$ cat src/rtl/dbrst_pkg.sv
package dbrst_pkg;

   // qualifier state
   typedef enum logic [1:0] {
      Q_IDLE  = 2'd0,
      Q_COUNT = 2'd1,
      Q_LOCK  = 2'd2
   } qual_st_e;

   // reset pulse shape
   typedef enum logic {
      PULSE_FIXED = 1'b0,
      PULSE_HELD  = 1'b1
   } pulse_mode_e;

endpackage

$ cat src/rtl/dbrst_sync.sv
module dbrst_sync #(
   parameter int          WIDTH     = 2,
   parameter int          STAGES    = 2,
   parameter logic        RESET_VAL = 1'b1
) (
   input  logic             clk,
   input  logic             rst_n,
   input  logic [WIDTH-1:0] d,
   output logic [WIDTH-1:0] q
);

   logic [WIDTH-1:0] chain [STAGES];

   always_ff @(posedge clk or negedge rst_n) begin
      if (!rst_n) chain[0] <= {WIDTH{RESET_VAL}};
      else        chain[0] <= d;
   end

   generate
      for (genvar s = 1; s < STAGES; s++) begin : g_stage
         always_ff @(posedge clk or negedge rst_n) begin
            if (!rst_n) chain[s] <= {WIDTH{RESET_VAL}};
            else        chain[s] <= chain[s-1];
         end
      end
   endgenerate

   assign q = chain[STAGES-1];

endmodule

$ cat src/rtl/dbrst_hold_qual.sv
module dbrst_hold_qual
   import dbrst_pkg::*;
#(
   parameter int T_SHORT = 2000,
   parameter int T_MID   = 6000,
   parameter int T_LONG  = 10000
) (
   input  logic       clk,
   input  logic       rst_n,
   input  logic       tick,
   input  logic       both_low,
   input  logic [1:0] sel,
   output logic       counting,
   output logic       locked,
   output logic       fire
);

   localparam int CNT_W = $clog2(T_LONG + 1);

   qual_st_e         st_q, st_d;
   logic [CNT_W-1:0] cnt_q, cnt_d;
   logic [CNT_W-1:0] limit;

   always_comb begin
      case (sel)
         2'd0:    limit = CNT_W'(T_SHORT);
         2'd1:    limit = CNT_W'(T_MID);
         default: limit = CNT_W'(T_LONG);
      endcase
   end

   // >= so that a smaller select mid-count still completes
   assign fire = (st_q == Q_COUNT) && both_low && tick &&
                 (cnt_q >= (limit - CNT_W'(1)));

   always_comb begin
      st_d  = st_q;
      cnt_d = cnt_q;
      case (st_q)
         Q_IDLE: begin
            if (both_low) begin
               st_d  = Q_COUNT;
               cnt_d = '0;
            end
         end
         Q_COUNT: begin
            if (!both_low)  st_d = Q_IDLE;
            else if (fire)  st_d = Q_LOCK;
            else if (tick)  cnt_d = cnt_q + CNT_W'(1);
         end
         Q_LOCK: begin
            if (!both_low) st_d = Q_IDLE;
         end
         default: st_d = Q_IDLE;
      endcase
   end

   always_ff @(posedge clk or negedge rst_n) begin
      if (!rst_n) begin
         st_q  <= Q_IDLE;
         cnt_q <= '0;
      end else begin
         st_q  <= st_d;
         cnt_q <= cnt_d;
      end
   end

   assign counting = (st_q == Q_COUNT);
   assign locked   = (st_q == Q_LOCK);

endmodule

$ cat src/rtl/dbrst_stretch.sv
module dbrst_stretch #(
   parameter int REC = 200
) (
   input  logic clk,
   input  logic rst_n,
   input  logic tick,
   input  logic load,
   output logic busy_next
);

   localparam int             REC_W = $clog2(REC + 1);
   localparam logic [REC_W-1:0] REC_V = REC_W'(REC);

   logic [REC_W-1:0] rec_q, rec_d;

   always_comb begin
      if (load)                         rec_d = REC_V;
      else if (tick && (rec_q != '0))   rec_d = rec_q - REC_W'(1);
      else                              rec_d = rec_q;
   end

   // power-up starts a full recovery window
   always_ff @(posedge clk or negedge rst_n) begin
      if (!rst_n) rec_q <= REC_V;
      else        rec_q <= rec_d;
   end

   assign busy_next = (rec_d != '0);

endmodule

$ cat src/rtl/dbrst_supervisor.sv
module dbrst_supervisor
   import dbrst_pkg::*;
#(
   parameter int T_SHORT     = 2000,
   parameter int T_MID       = 6000,
   parameter int T_LONG      = 10000,
   parameter int REC         = 200,
   parameter int SYNC_STAGES = 2
) (
   input  logic       clk,
   input  logic       rst_n,
   input  logic       tick,
   input  logic       btn_a_n,
   input  logic       btn_b_n,
   input  logic [1:0] dly_sel,
   input  logic       held_mode,
   input  logic       uv_flag,
   output logic       rst_out_n,
   output logic       warn
);

   initial begin
      assert (T_SHORT >= 1 && T_SHORT <= T_MID && T_MID <= T_LONG)
         else $error("qualification times must be ordered and nonzero");
      assert (REC >= 1) else $error("recovery time must be nonzero");
      assert (SYNC_STAGES >= 2) else $error("synchroniser needs two stages");
   end

   logic [1:0]  btn_sync;
   logic        a_sync, b_sync, both_low;
   logic        counting, locked, fire;
   logic        rec_load, busy_next;
   logic        rst_q;
   pulse_mode_e mode;

   dbrst_sync #(
      .WIDTH     (2),
      .STAGES    (SYNC_STAGES),
      .RESET_VAL (1'b1)
   ) u_sync (
      .clk   (clk),
      .rst_n (rst_n),
      .d     ({btn_b_n, btn_a_n}),
      .q     (btn_sync)
   );

   assign a_sync   = btn_sync[0];
   assign b_sync   = btn_sync[1];
   assign both_low = !a_sync && !b_sync;
   assign mode     = pulse_mode_e'(held_mode);

   dbrst_hold_qual #(
      .T_SHORT (T_SHORT),
      .T_MID   (T_MID),
      .T_LONG  (T_LONG)
   ) u_qual (
      .clk      (clk),
      .rst_n    (rst_n),
      .tick     (tick),
      .both_low (both_low),
      .sel      (dly_sel),
      .counting (counting),
      .locked   (locked),
      .fire     (fire)
   );

   assign rec_load = uv_flag || (fire && (mode == PULSE_FIXED));

   dbrst_stretch #(
      .REC (REC)
   ) u_stretch (
      .clk       (clk),
      .rst_n     (rst_n),
      .tick      (tick),
      .load      (rec_load),
      .busy_next (busy_next)
   );

   always_ff @(posedge clk or negedge rst_n) begin
      if (!rst_n) rst_q <= 1'b1;
      else        rst_q <= busy_next ||
                           ((mode == PULSE_HELD) && (fire || (locked && both_low)));
   end

   assign rst_out_n = !rst_q;
   assign warn      = counting;

endmodule

$ cat config.mk
export PLATFORM = sky130hd
export DESIGN_NAME = dbrst_supervisor
export DESIGN_NICKNAME = d
export VERILOG_FILES = /design/src/rtl/dbrst_pkg.sv /design/src/rtl/dbrst_sync.sv /design/src/rtl/dbrst_hold_qual.sv /design/src/rtl/dbrst_stretch.sv /design/src/rtl/dbrst_supervisor.sv
export SDC_FILE = /design/constraint.sdc
export NUM_CORES = 1
export LEC_CHECK = 0
export ABC_CLOCK_PERIOD_IN_PS = 5820
export BUFFER_PORTS_ARGS = -buffer_cell sky130_fd_sc_hd__buf_4
export CORE_MARGIN = 10
export CORE_UTILIZATION = 30
export DETAILED_ROUTE_END_ITERATION = 10
export PLACE_DENSITY = 0.46
export REMOVE_ABC_BUFFERS = 1
export SLEW_MARGIN = 5
export SYNTH_ARGS = -nofsm -noshare
export SYNTH_HDL_FRONTEND = slang
export SYNTH_SLANG_ARGS = --single-unit
$ cat constraint.sdc
create_clock -name clk -period 5.82 [get_ports clk]
set_input_delay 0.291 -clock clk [delete_from_list [all_inputs] [get_ports clk]]
set_output_delay 0.291 -clock clk [all_outputs]
set_load 0.1 [all_outputs]
==> impl.org <==
** GRT
- The number of antenna violations at the first check in global routing is 0.
- Pin count of the biggest net entering global routing :: 30
- Global-route wire length before repair :: 6.94 mm
- Global routing used 9.57% of the available tracks.
- Remaining Overflow, GRT :: 0
- The number of global-route vias before repair was 1514.

** Logic synthesis
- Sequential cells were found to cover 43.2% of the synthesized design area.
- In this run, synthesis inferred 0 flip-flops with an integrated enable.
- In this run the mean area of a mapped cell was 9.16 sq um.
- Most instantiated flip-flop cell in the synthesis netlist :: sky130_fd_sc_hd__dfrtp_1
- Yosys printed 0 warnings.
- Summed over all instances, the cell type with the most area after synthesis is sky130_fd_sc_hd__dfrtp_1.
- Post-synthesis sequential element count :: 29
- Synth area leaders :: sky130_fd_sc_hd__dfrtp_1, sky130_fd_sc_hd__dfstp_2, sky130_fd_sc_hd__ha_1
- Count of unique library cells instantiated by Yosys :: 47
- Async set or reset register ratio after synthesis :: 100%
- The cell count after synthesis came out at 186.
- Synth top area share :: 30.8%
- Summing every instance area after synthesis gives 1700 sq um.

** Floorplanning
- Die outline height :: 95.4 um
- Num ports :: 11
- The die is 95.4 um wide.
- Row Count :: 27
- Die area :: 9100 sq um
- Core outline area :: 5510 sq um
- The initial utilization of the core area, before any placement, comes to 30.9%.

** Clock tree
- The clock passes through at most 2 buffers.
- TritonCTS built the clock tree.
- Post-cts repair resize count :: 0
- Number of sinks handled by clock tree synthesis :: 29
- At the later pin of the worst-skew pair, clock insertion delay measures 280 ps.
- The clock tree synthesis step divided the H-tree into 2 levels.
- Clock-pin slew was measured on the worst setup and hold paths at 60 ps.
- CTS root buffer :: sky130_fd_sc_hd__clkbuf_8
- Total CTS buffers :: 5

** Detailed routing
- The final route contains 1405 vias.
- Before antenna repair, the detailed router went through 4 iterations.
- For this block, the initial DRC count from the detailed router was 62.
- Residual DRC :: 0
- After detailed routing, the average wire length per cell comes to 14.0 um.
- In this run the remaining antenna-violating nets after routing total 0.
- The final layout contains routed wiring with a total length of 3.82 mm.
- In the routed layout, each cell is associated on average with a via count of 5.13.

** Place
- Area after detailed placement :: 1860 sq um
- The wire-length estimate of the detail-placed layout is 2.81 mm.
- RePlAce Congestion :: 0.799
- During placement, the flow inserted port buffers numbering 10.

** Power
- Proportion of power drawn by combinational gates :: 12.2%
- In this run the power spent charging and discharging nets is 0.118 mW.
- Cell Int Power :: 0.340 mW
- The share of total power dissipated in the clock network is 39.8%.
- Of the total power, registers draw 48.0%.
- Net switching is 25.7% of the power.
- Leakage :: 0.849 nW
- The worst-case IR drop observed on VDD is 0.116 mV.
- For this design the ratio of total power to cell area is 232 nW/um^2.

** Outcome
- The run finished with clean final reports.

** Setup path
- Endpoint of the lowest-slack register-to-register path :: u_qual.cnt_q[5]$_DFFE_PN0P_
- In this run the critical register-to-register path is launched from u_qual.cnt_q[0]$_DFFE_PN0P_.
- Measured in cells, the most critical reg-to-reg path has a length of 7.
- Startpoint-to-endpoint class of the critical path :: reg -> reg
- Of all nets on the critical path, the largest fanout is 8.
- Element type at the critical path end :: register
- In this run the register-to-register setup slack is 3550 ps.
- Data on the critical path is required at its endpoint by 6020 ps.
- Startpoint kind of the worst setup timing path :: register
- Arrival time at the worst endpoint :: 2470 ps

** Timing
- Worst Clk Skew :: 3.92 ps
- The worst pin sits at a relative slew slack of 60.7%.
- Timing would allow up to 441 MHz.
- Share of the clock period used by the worst path after layout :: 38.9%
- Min Tclk post-route :: 2270 ps
- RSZ-0062 raised after global routing :: no
- Final number of hold-violating endpoints :: 0
- After routing, the total negative slack on setup checks comes to 0 ps.
- Final setup vio count :: 0
- The number of pins exceeding their max-slew limit in the final report is 0.
- Slew at the pin closest to its max-slew limit :: 587 ps

** Run
- The tool flagged a number of max-cap violations equal to 0.

** Hold path
- Hold Path Stages :: 1
- Startpoint of the lowest-slack hold path :: btn_b_n
- The path class of the tightest hold or removal check is in -> reg.
- Sink of the worst hold path :: u_sync.chain[3]$_DFF_PN1_

** Finish
- In the final layout, the share of cells above drive strength 1 is 18.8%.
- Antenna Diode Count :: 0
- Leaving out fill and tap cells, the most frequent cell in the layout is sky130_fd_sc_hd__nor2_1.
- Once layout is done, the placed cells without fillers occupy 1970 sq um.
- The library cells used most frequently in the layout, excluding fill and tap cells, are sky130_fd_sc_hd__nor2_1, sky130_fd_sc_hd__dfrtp_1, sky130_fd_sc_hd__nand2_1.
- Compared with the post-synthesis result, the final layout area differs by 15.6%.
- After filler insertion, the fill cell instance count of the layout stands at 571.
- Layout Nets :: 218
==> worst max-delay path, cell delays in order, from the launching register on <==
cell and delay (ps):
sky130_fd_sc_hd__dfrtp_1 410, sky130_fd_sc_hd__ha_1 250, sky130_fd_sc_hd__a311oi_1 260, sky130_fd_sc_hd__o21ai_0 140, sky130_fd_sc_hd__a21oi_2 320, sky130_fd_sc_hd__nor2_2 130, sky130_fd_sc_hd__or4b_1 510, sky130_fd_sc_hd__a21oi_1 170
==> worst max-delay path by stage <==
stage / start / end / cells past startpoint
after CTS: u_qual.cnt_q[0]$_DFFE_PN0P_ / u_qual.cnt_q[5]$_DFFE_PN0P_ / 7
after floorplan: u_qual.st_q[1]$_DFFE_PN0P_ / u_stretch.rec_q[1]$_DFF_PN0_ / 6
after detailed placement: dly_sel[0] / u_qual.cnt_q[5]$_DFFE_PN0P_ / 9
after global placement: dly_sel[0] / u_qual.cnt_q[5]$_DFFE_PN0P_ / 9
final: u_qual.cnt_q[0]$_DFFE_PN0P_ / u_qual.cnt_q[5]$_DFFE_PN0P_ / 7
after global routing: u_qual.cnt_q[0]$_DFFE_PN0P_ / u_qual.cnt_q[5]$_DFFE_PN0P_ / 7
==> sequential cells by signal (all words and copies together), names as in the netlist <==
name             count
u_qual.cnt_q        14
u_stretch.rec_q      8
u_qual.st_q          2
u_sync.chain         2
u_sync.q             2
rst_q                1
==> metal layers <==
| layer | track usage, % | share of wire (%) | up-vias |
|---|---|---|---|
| met4 | 4.30 | 1.9 | 0 |
| li1 | - | - | 704 |
| met1 | 10.6 | 46 | 666 |
| met3 | 3.38 | 4.7 | 9 |
| met2 | 16.1 | 48 | 26 |
| met5 | 0 | 0 | - |
==> what timing repair did <==
item,CTS,global route
hold buffers,1,0
buffers inserted,0,0
endpoints found under the hold margin,21,0
==> metrics by stage <==
step / std cells / total power [mW] / util [%] / setup slack (ps) / hold WS [ps]
2_1_floorplan: 182 / 0.258 / - / 3270 / -4.59
3_3_place_gp: 265 / 0.277 / 33.8 / 3460 / 241
3_5_place_dp: 265 / 0.278 / 33.8 / 3370 / 248
4_1_cts: 274 / 0.467 / 35.8 / 3550 / 108
5_1_grt: 274 / 0.483 / 35.8 / 3390 / 110
6_report: 274 / 0.458 / 35.8 / 3550 / 117
==> cells by family after synthesis <==
| kind of cell | synth area share [%] |
|---|---|
| XOR/XNOR | 3.60 |
| adder cells (fa/ha/maj) | 5.87 |
| flip-flops | 43.2 |
| AND/OR/NAND/NOR | 23.1 |
| multiplexers | 1.17 |
| buffers and inverters | 2.57 |
| AO/OA/AOI/OAI | 20.6 |
==> power by group through the flow <==
stage	sequential, mW	combinational [mW]	clock (mW)
finish	0.220	0.0559	0.182
global route	0.220	0.0635	0.199
CTS	0.219	0.0565	0.191
detailed placement	0.223	0.0554	0
global placement	0.222	0.0551	0
floorplan	0.221	0.0373	0
==> synth_stat cells (3+ instances only) <==
cell type and n:
sky130_fd_sc_hd__ha_1 8, sky130_fd_sc_hd__dfrtp_1 21, sky130_fd_sc_hd__o2111ai_1 3, sky130_fd_sc_hd__o21ai_0 9
sky130_fd_sc_hd__a21oi_1 12, sky130_fd_sc_hd__or3_1 7, sky130_fd_sc_hd__nand2_1 20, sky130_fd_sc_hd__and3_1 4
sky130_fd_sc_hd__a31oi_1 4, sky130_fd_sc_hd__nand3_1 4, sky130_fd_sc_hd__inv_1 7, sky130_fd_sc_hd__nor3_1 5
sky130_fd_sc_hd__nor2_1 25, sky130_fd_sc_hd__xnor2_1 4, sky130_fd_sc_hd__xor2_1 3, sky130_fd_sc_hd__dfstp_2 8
==> area by class of cell <==
cell class	instances	area (sq um)	share of cell area [%]
clock buffer	7	96.3	4.89
clock inverter	1	5.00	0.254
sequential	29	736	37.3
multi-input combinational	146	925	46.9
timing repair buffer	12	92.6	4.70
inverter	7	26.3	1.33
tap	72	90.1	4.57
No activity file was read; power rests on OpenSTA's default activity.
